==> src/rtl/bcw_pkg.sv <==
package bcw_pkg;

  localparam int unsigned SEL_W = 2;

  typedef struct packed {
    logic             ext_en;
    logic [SEL_W-1:0] sel;
  } bcw_cfg_t;

  // Timeout limit in clocks: the smallest limit shifted left by (3 - sel).
  function automatic int unsigned limit_of(input logic [SEL_W-1:0] sel,
                                           input int unsigned       min_limit);
    return min_limit << (32'd3 - 32'(sel));
  endfunction

endpackage

==> src/rtl/bcw_cfg.sv <==
module bcw_cfg
  import bcw_pkg::*;
(
  input  logic     clk,
  input  logic     rst_n,
  input  logic     wr,
  input  bcw_cfg_t cfg_d,
  output bcw_cfg_t cfg_q
);

  always_ff @(posedge clk) begin
    if (!rst_n) begin
      cfg_q.ext_en <= 1'b1;
      cfg_q.sel    <= '0;
    end else if (wr) begin
      cfg_q <= cfg_d;
    end
  end

  // the register changes only on a write
  p_cfg_hold_r11: assert property (@(posedge clk) disable iff (!rst_n)
    !wr |=> $stable(cfg_q));

endmodule

==> src/rtl/bcw_qualify.sv <==
module bcw_qualify (
  input  logic cyc_ext,
  input  logic ext_en,
  input  logic master,
  input  logic iack_q,
  input  logic ext_q,
  input  logic rsp_ack,
  input  logic rsp_err,
  input  logic rsp_halt,
  input  logic rsp_avec,
  output logic mon_start,
  output logic term_hit,
  output logic keep
);

  // Internal cycles are always watched; external ones need enable and mastership.
  assign mon_start = !cyc_ext || (ext_en && master);
  // Autovector ends the cycle only during interrupt acknowledge.
  assign term_hit  = rsp_ack || rsp_err || rsp_halt || (iack_q && rsp_avec);
  // An external cycle stops being watched once mastership is lost.
  assign keep      = !ext_q || master;

endmodule

==> src/rtl/bcw_timer.sv <==
module bcw_timer
  import bcw_pkg::*;
#(
  parameter int unsigned MIN_LIMIT = 8,
  localparam int unsigned MAX_LIMIT = MIN_LIMIT << 3,
  localparam int unsigned CNT_W = $clog2(MAX_LIMIT + 1)
) (
  input  logic             clk,
  input  logic             rst_n,
  input  logic             start,
  input  logic             mon_start,
  input  logic             iack_in,
  input  logic             ext_in,
  input  logic [SEL_W-1:0] sel_in,
  input  logic             term_hit,
  input  logic             keep,
  output logic             active,
  output logic             iack_q,
  output logic             ext_q,
  output logic             err
);

  logic [CNT_W-1:0] count;
  logic [CNT_W-1:0] lim_q;
  logic [CNT_W-1:0] count_nxt;
  logic             expire;

  assign count_nxt = count + 1'b1;
  assign expire    = active && !start && !term_hit && keep && (count_nxt == lim_q);

  always_ff @(posedge clk) begin
    if (!rst_n) begin
      active <= 1'b0;
      count  <= '0;
      lim_q  <= CNT_W'(limit_of('0, MIN_LIMIT));
      iack_q <= 1'b0;
      ext_q  <= 1'b0;
      err    <= 1'b0;
    end else begin
      err <= expire;
      if (start) begin
        active <= mon_start;
        count  <= '0;
        lim_q  <= CNT_W'(limit_of(sel_in, MIN_LIMIT));
        iack_q <= iack_in;
        ext_q  <= ext_in;
      end else if (active) begin
        if (term_hit || !keep || expire) active <= 1'b0;
        else                             count  <= count_nxt;
      end
    end
  end

  // the count never reaches the limit while a cycle is watched
  p_count_below_r2: assert property (@(posedge clk) disable iff (!rst_n)
    active |-> (count < lim_q));
  // single-clock pulse
  p_one_pulse_r8: assert property (@(posedge clk) disable iff (!rst_n)
    err |=> !err);
  // nothing is raised while no cycle is watched
  p_idle_quiet_r8: assert property (@(posedge clk) disable iff (!rst_n)
    (!active && !start) |=> !err);
  // a response ends the cycle without an error
  p_term_blocks_r3: assert property (@(posedge clk) disable iff (!rst_n)
    (active && term_hit && !start) |=> (!err && !active));

endmodule

==> src/rtl/bus_cycle_watchdog.sv <==
module bus_cycle_watchdog
  import bcw_pkg::*;
#(
  parameter int unsigned MIN_LIMIT = 8
) (
  input  logic             clk,
  input  logic             rst_n,
  input  logic             cfg_wr,
  input  logic             cfg_ext_en,
  input  logic [SEL_W-1:0] cfg_limit_sel,
  input  logic             cyc_start,
  input  logic             cyc_iack,
  input  logic             cyc_ext,
  input  logic             local_master,
  input  logic             rsp_ack,
  input  logic             rsp_err,
  input  logic             rsp_halt,
  input  logic             rsp_avec,
  output logic             bus_err
);

  bcw_cfg_t cfg_d, cfg_q;
  logic     mon_start, term_hit, keep;
  logic     active, iack_q, ext_q;

  assign cfg_d.ext_en = cfg_ext_en;
  assign cfg_d.sel    = cfg_limit_sel;

  bcw_cfg u_cfg (
    .clk   (clk),
    .rst_n (rst_n),
    .wr    (cfg_wr),
    .cfg_d (cfg_d),
    .cfg_q (cfg_q)
  );

  bcw_qualify u_qual (
    .cyc_ext   (cyc_ext),
    .ext_en    (cfg_q.ext_en),
    .master    (local_master),
    .iack_q    (iack_q),
    .ext_q     (ext_q),
    .rsp_ack   (rsp_ack),
    .rsp_err   (rsp_err),
    .rsp_halt  (rsp_halt),
    .rsp_avec  (rsp_avec),
    .mon_start (mon_start),
    .term_hit  (term_hit),
    .keep      (keep)
  );

  bcw_timer #(.MIN_LIMIT(MIN_LIMIT)) u_timer (
    .clk       (clk),
    .rst_n     (rst_n),
    .start     (cyc_start),
    .mon_start (mon_start),
    .iack_in   (cyc_iack),
    .ext_in    (cyc_ext),
    .sel_in    (cfg_q.sel),
    .term_hit  (term_hit),
    .keep      (keep),
    .active    (active),
    .iack_q    (iack_q),
    .ext_q     (ext_q),
    .err       (bus_err)
  );

  // internal cycles are always watched
  p_internal_always_r5: assert property (@(posedge clk) disable iff (!rst_n)
    (cyc_start && !cyc_ext) |=> active);
  // external cycles without enable and mastership are not watched
  p_ext_gated_r6: assert property (@(posedge clk) disable iff (!rst_n)
    (cyc_start && cyc_ext && !(cfg_q.ext_en && local_master)) |=> !active);
  // losing mastership ends an external cycle quietly
  p_master_loss_r7: assert property (@(posedge clk) disable iff (!rst_n)
    (active && ext_q && !local_master && !cyc_start) |=> (!active && !bus_err));
  // autovector in a normal cycle is not a response
  p_avec_normal_r4: assert property (@(posedge clk) disable iff (!rst_n)
    (active && !iack_q && rsp_avec && !rsp_ack && !rsp_err && !rsp_halt
     && keep && !cyc_start) |=> (active || bus_err));

endmodule

==> config.mk <==
export PLATFORM = sky130hd
export DESIGN_NAME = bus_cycle_watchdog
export DESIGN_NICKNAME = d
export VERILOG_FILES = /design/src/rtl/bcw_pkg.sv /design/src/rtl/bcw_cfg.sv /design/src/rtl/bcw_qualify.sv /design/src/rtl/bcw_timer.sv /design/src/rtl/bus_cycle_watchdog.sv
export SDC_FILE = /design/constraint.sdc
export NUM_CORES = 1
export LEC_CHECK = 0
export CORE_MARGIN = 5
export CORE_UTILIZATION = 56
export DETAILED_ROUTE_END_ITERATION = 8
export PLACE_DENSITY = 0.82
export SETUP_SLACK_MARGIN = 0.3
export SKIP_LAST_GASP = 1
export SYNTH_ARGS = -nofsm -noshare
export SYNTH_HDL_FRONTEND = slang
export SYNTH_SLANG_ARGS = --single-unit
==> constraint.sdc <==
create_clock -name clk -period 3.35 [get_ports clk]
set_input_delay 0.335 -clock clk [delete_from_list [all_inputs] [get_ports clk]]
set_output_delay 0.335 -clock clk [all_outputs]
set_load 0.03 [all_outputs]
==> reports/summary.json <==
{
  "floorplan.initialDensity_pct": 59.35,
  "maxSlewHeadroom_pct": 67.43,
  "floorplan.die_area_um2": 2785,
  "synth_xor_area_share_pct": 5.983,
  "run_status": "complete, no violations",
  "max_clock_freq_mhz": 464.1,
  "netlist.area_leader.share_pct": 35.16,
  "netlist-cell-type-count": 34,
  "ir_worst_vdd_v": 0.0002771,
  "grt_pass1_wl_um": 3415,
  "grt_pass1_vias": 820,
  "cts_tree": "done",
  "synth.ff_latch_count": 18,
  "wl_per_cell_um": 12.81,
  "antenna_found_initial": 0,
  "basic_gate_share_of_the_synthesized_area_counting_and_or_nand_and_nor_cells_pct": 26.25,
  "hold_class": "reg2reg",
  "power_switching_uw": 90.53,
  "detail-route-antenna-nets": 0,
  "post_synth_instance_area_um2": 1025,
  "grt_max_degree": 15,
  "first_pass_iters": 4,
  "internal_power_uw": 313.9,
  "seq_power_share_pct": 55.6,
  "maxCapViolations": 0,
  "residual_overflow_from_global_routing": 0,
  "layout.core_utilization_pct": 69.13,
  "sequential_element_share_of_the_synthesized_area_pct": 35.16,
  "design.final.nets": 138,
  "std_cell_rows": 15,
  "clk_transition_reported_paths_ns": 0.10,
  "total_of_buffers_placed_on_input_and_output_ports": 14,
  "clock_skew_ns": 0.001114,
  "worst-slew-pin-transition_ns": 0.4871,
  "insertedDiodeCount": 0,
  "clkLatencyLatePin_ns": 0.29,
  "yosysWarnings": 0,
  "timing.critical_path.fanout_max": 7,
  "power.density_nw_per_um2": 338.8,
  "min_period_ns": 2.155,
  "placeableCoreArea_um2": 1727,
  "clockPowerShare_pct": 33.0,
  "overall_routing_resource_usage_pct": 16.43,
  "post_synth_main_area_contributors": "sky130_fd_sc_hd__dfxtp_1 (35%), sky130_fd_sc_hd__mux2i_1 (12%), sky130_fd_sc_hd__nand2_1 (5.9%), sky130_fd_sc_hd__xnor2_1 (5.1%), sky130_fd_sc_hd__or2b_2 (3.4%)",
  "ys_async_sr_fraction_pct": 0,
  "place_congestion": 0.8690,
  "worst_ep_arrival_time_ns": 2.35,
  "ys_dominant_reg_cell": "sky130_fd_sc_hd__dfxtp_1",
  "syn-mean-instance-area_um2": 9.401,
  "p_leak_uw": 0.0004345,
  "h-tree-depth": 1,
  "synth_compound_gate_area_share_pct": 13.92,
  "drive_above_1_share_pct": 13.22,
  "clockRootBuffer": "sky130_fd_sc_hd__clkbuf_4",
  "via_count": 790,
  "reg2regPathDepth": 6,
  "timing_worst_setup_path_type": "in2reg",
  "remaining_drc_errors": 0,
  "timing.final.setup_violations": 0,
  "clock-sinks": 18,
  "final_total_negative_setup_slack_ns": 0,
  "synth_adder_area_share_pct": 2.442,
  "dp.final_hpwl_um": 1431,
  "synthDominantAreaCellType": "sky130_fd_sc_hd__dfxtp_1",
  "synth_enable_flop_cells": 0,
  "ios": 15,
  "hold_fix_buffers_at_cts": 0,
  "report.final.hold_viol_count": 0,
  "rsz_0062_raised_after_global_routing": "no",
  "postSynthCellCount": 109,
  "power_frac_comb_pct": 11.4,
  "post_route_fraction_of_the_period_consumed_by_the_critical_path_pct": 64.32,
  "report.final.slew_viol_count": 0,
  "synthMuxAreaShare_pct": 11.72,
  "post_cts_resized": 0,
  "chipWidth_um": 52.78,
  "combinational_family_with_the_most_area_after_synthesis": "simple AND/OR/NAND/NOR gates",
  "dr.first_iter.drc_count": 14,
  "die_height_um": 52.78,
  "vias_per_cell": 5.411,
  "cts_inserted_buffers": 3,
  "clockBufferDepth": 2,
  "fillCellCount": 149,
  "worst_setup_path_start_kind": "input port",
  "layout-area-overhead-vs-synth_pct": 16.48,
  "required_ns": 3.54,
  "detail_route.wirelength_um": 1870,
  "hold_depth": 2,
  "syn-num-nets": 125,
  "swShare_pct": 22.38,
  "cts_post_setup_buffers_inserted": 0,
  "critPathCaptureType": "flip-flop"
}
[routing by layer]
metal	GRT usage [%]	up-vias	part of all wire, %
met2	29.34	17	51
met1	18.79	370	43
met5	0	-	0
met3	4.274	4	5.0
met4	5.106	0	1.0
li1	-	399	-
[logic make-up (layout without fill, tap and decap cells)]
kind of cell	after synthesis	count (layout)
AO/OA/AOI/OAI	16	16
XOR/XNOR	7	7
adder cells (fa/ha/maj)	2	2
buffers and inverters	8	20
flip-flops	18	18
multiplexers	12	12
AND/OR/NAND/NOR	46	46
[per-stage QoR]
stage / instances / area, um2 / total power, uW / hold WS, ns / setup WS, ns
after floorplan: 109 / 1025 / 254.2 / 0.4414 / 1.467
after global placement: 142 / 1157 / 274.2 / 0.4647 / 0.9692
after detailed placement: 142 / 1157 / 275.9 / 0.4858 / 0.8755
after CTS: 146 / 1194 / 409.4 / 0.5035 / 1.212
after global routing: 146 / 1194 / 423.5 / 0.5390 / 1.120
final: 146 / 1194 / 404.4 / 0.5016 / 1.195
[final timing paths]
check | slack (ns) | endpoint | start
setup reg to reg | 1.38 | u_timer.active | u_timer.count[0]
hold / removal | 0.50 | u_timer.lim_q[4] | u_timer.lim_q[4]
setup / recovery | 1.20 | u_timer.active | rsp_err
hold reg to reg | 0.50 | u_timer.lim_q[4] | u_timer.lim_q[4]
[cells in the mapped netlist, types with 2 or more instances]
cell and instances:
sky130_fd_sc_hd__dfxtp_1 18, sky130_fd_sc_hd__nand2_1 16, sky130_fd_sc_hd__mux2i_1 12, sky130_fd_sc_hd__xnor2_1 6, sky130_fd_sc_hd__a21oi_1 5, sky130_fd_sc_hd__nand3_1 5, sky130_fd_sc_hd__nor2b_1 4, sky130_fd_sc_hd__o21ai_0 4
sky130_fd_sc_hd__or2b_2 4, sky130_fd_sc_hd__buf_4 3, sky130_fd_sc_hd__nand2b_1 3, sky130_fd_sc_hd__a21boi_0 2, sky130_fd_sc_hd__and3_2 2, sky130_fd_sc_hd__clkbuf_1 2, sky130_fd_sc_hd__ha_1 2, sky130_fd_sc_hd__inv_1 2
sky130_fd_sc_hd__nand4_1 2
[placed cells by master, fill, tap and decap left out, types with 2 or more instances in the layout]
cell type and n:
sky130_fd_sc_hd__xnor2_1 6, sky130_fd_sc_hd__ha_1 2, sky130_fd_sc_hd__a21oi_1 5, sky130_fd_sc_hd__clkbuf_4 3, sky130_fd_sc_hd__clkdlybuf4s50_1 14, sky130_fd_sc_hd__mux2i_1 12
sky130_fd_sc_hd__or2b_2 4, sky130_fd_sc_hd__inv_1 2, sky130_fd_sc_hd__nand2b_1 3, sky130_fd_sc_hd__dfxtp_1 18, sky130_fd_sc_hd__nand2_1 16, sky130_fd_sc_hd__nor2b_1 4
sky130_fd_sc_hd__o21ai_0 4, sky130_fd_sc_hd__nand4_1 2, sky130_fd_sc_hd__a21boi_0 2, sky130_fd_sc_hd__nand3_1 5, sky130_fd_sc_hd__and3_2 2
[state kept, by name, summed over array words and instances, names as in the netlist]
name	count
u_timer.active	1
u_timer.iack_q	1
u_timer.count	7
u_cfg.cfg_q	3
u_timer.ext_q	1
u_timer.err	1
u_timer.lim_q	4
[critical path, stage by stage]
cell and delay [ns]:
sky130_fd_sc_hd__clkdlybuf4s50_1 0.40, sky130_fd_sc_hd__or4b_4 0.54, sky130_fd_sc_hd__a221oi_4 0.31, sky130_fd_sc_hd__and4_1 0.44
sky130_fd_sc_hd__a21boi_4 0.11, sky130_fd_sc_hd__o211a_1 0.21
[power groups by stage]
stage,combinational (uW),sequential [uW],clock (uW)
2_1_floorplan,25.8,228,0
4_1_cts,46.8,225,138
6_report,46.1,225,133
3_5_place_dp,46.4,230,0
3_3_place_gp,44.6,230,0
5_1_grt,51.1,226,146
[final cells by class]
class                   instances  area [um2]  area share, %
clock buffers                   4       36.28          3.040
inverters                       2       7.507         0.6289
multi-input cells              83       618.1          51.78
flip-flops and latches         18       360.3          30.19
well taps                      25       31.28          2.621
repair buffers                 14       140.1          11.74
No activity file was read; power rests on OpenSTA's default activity.
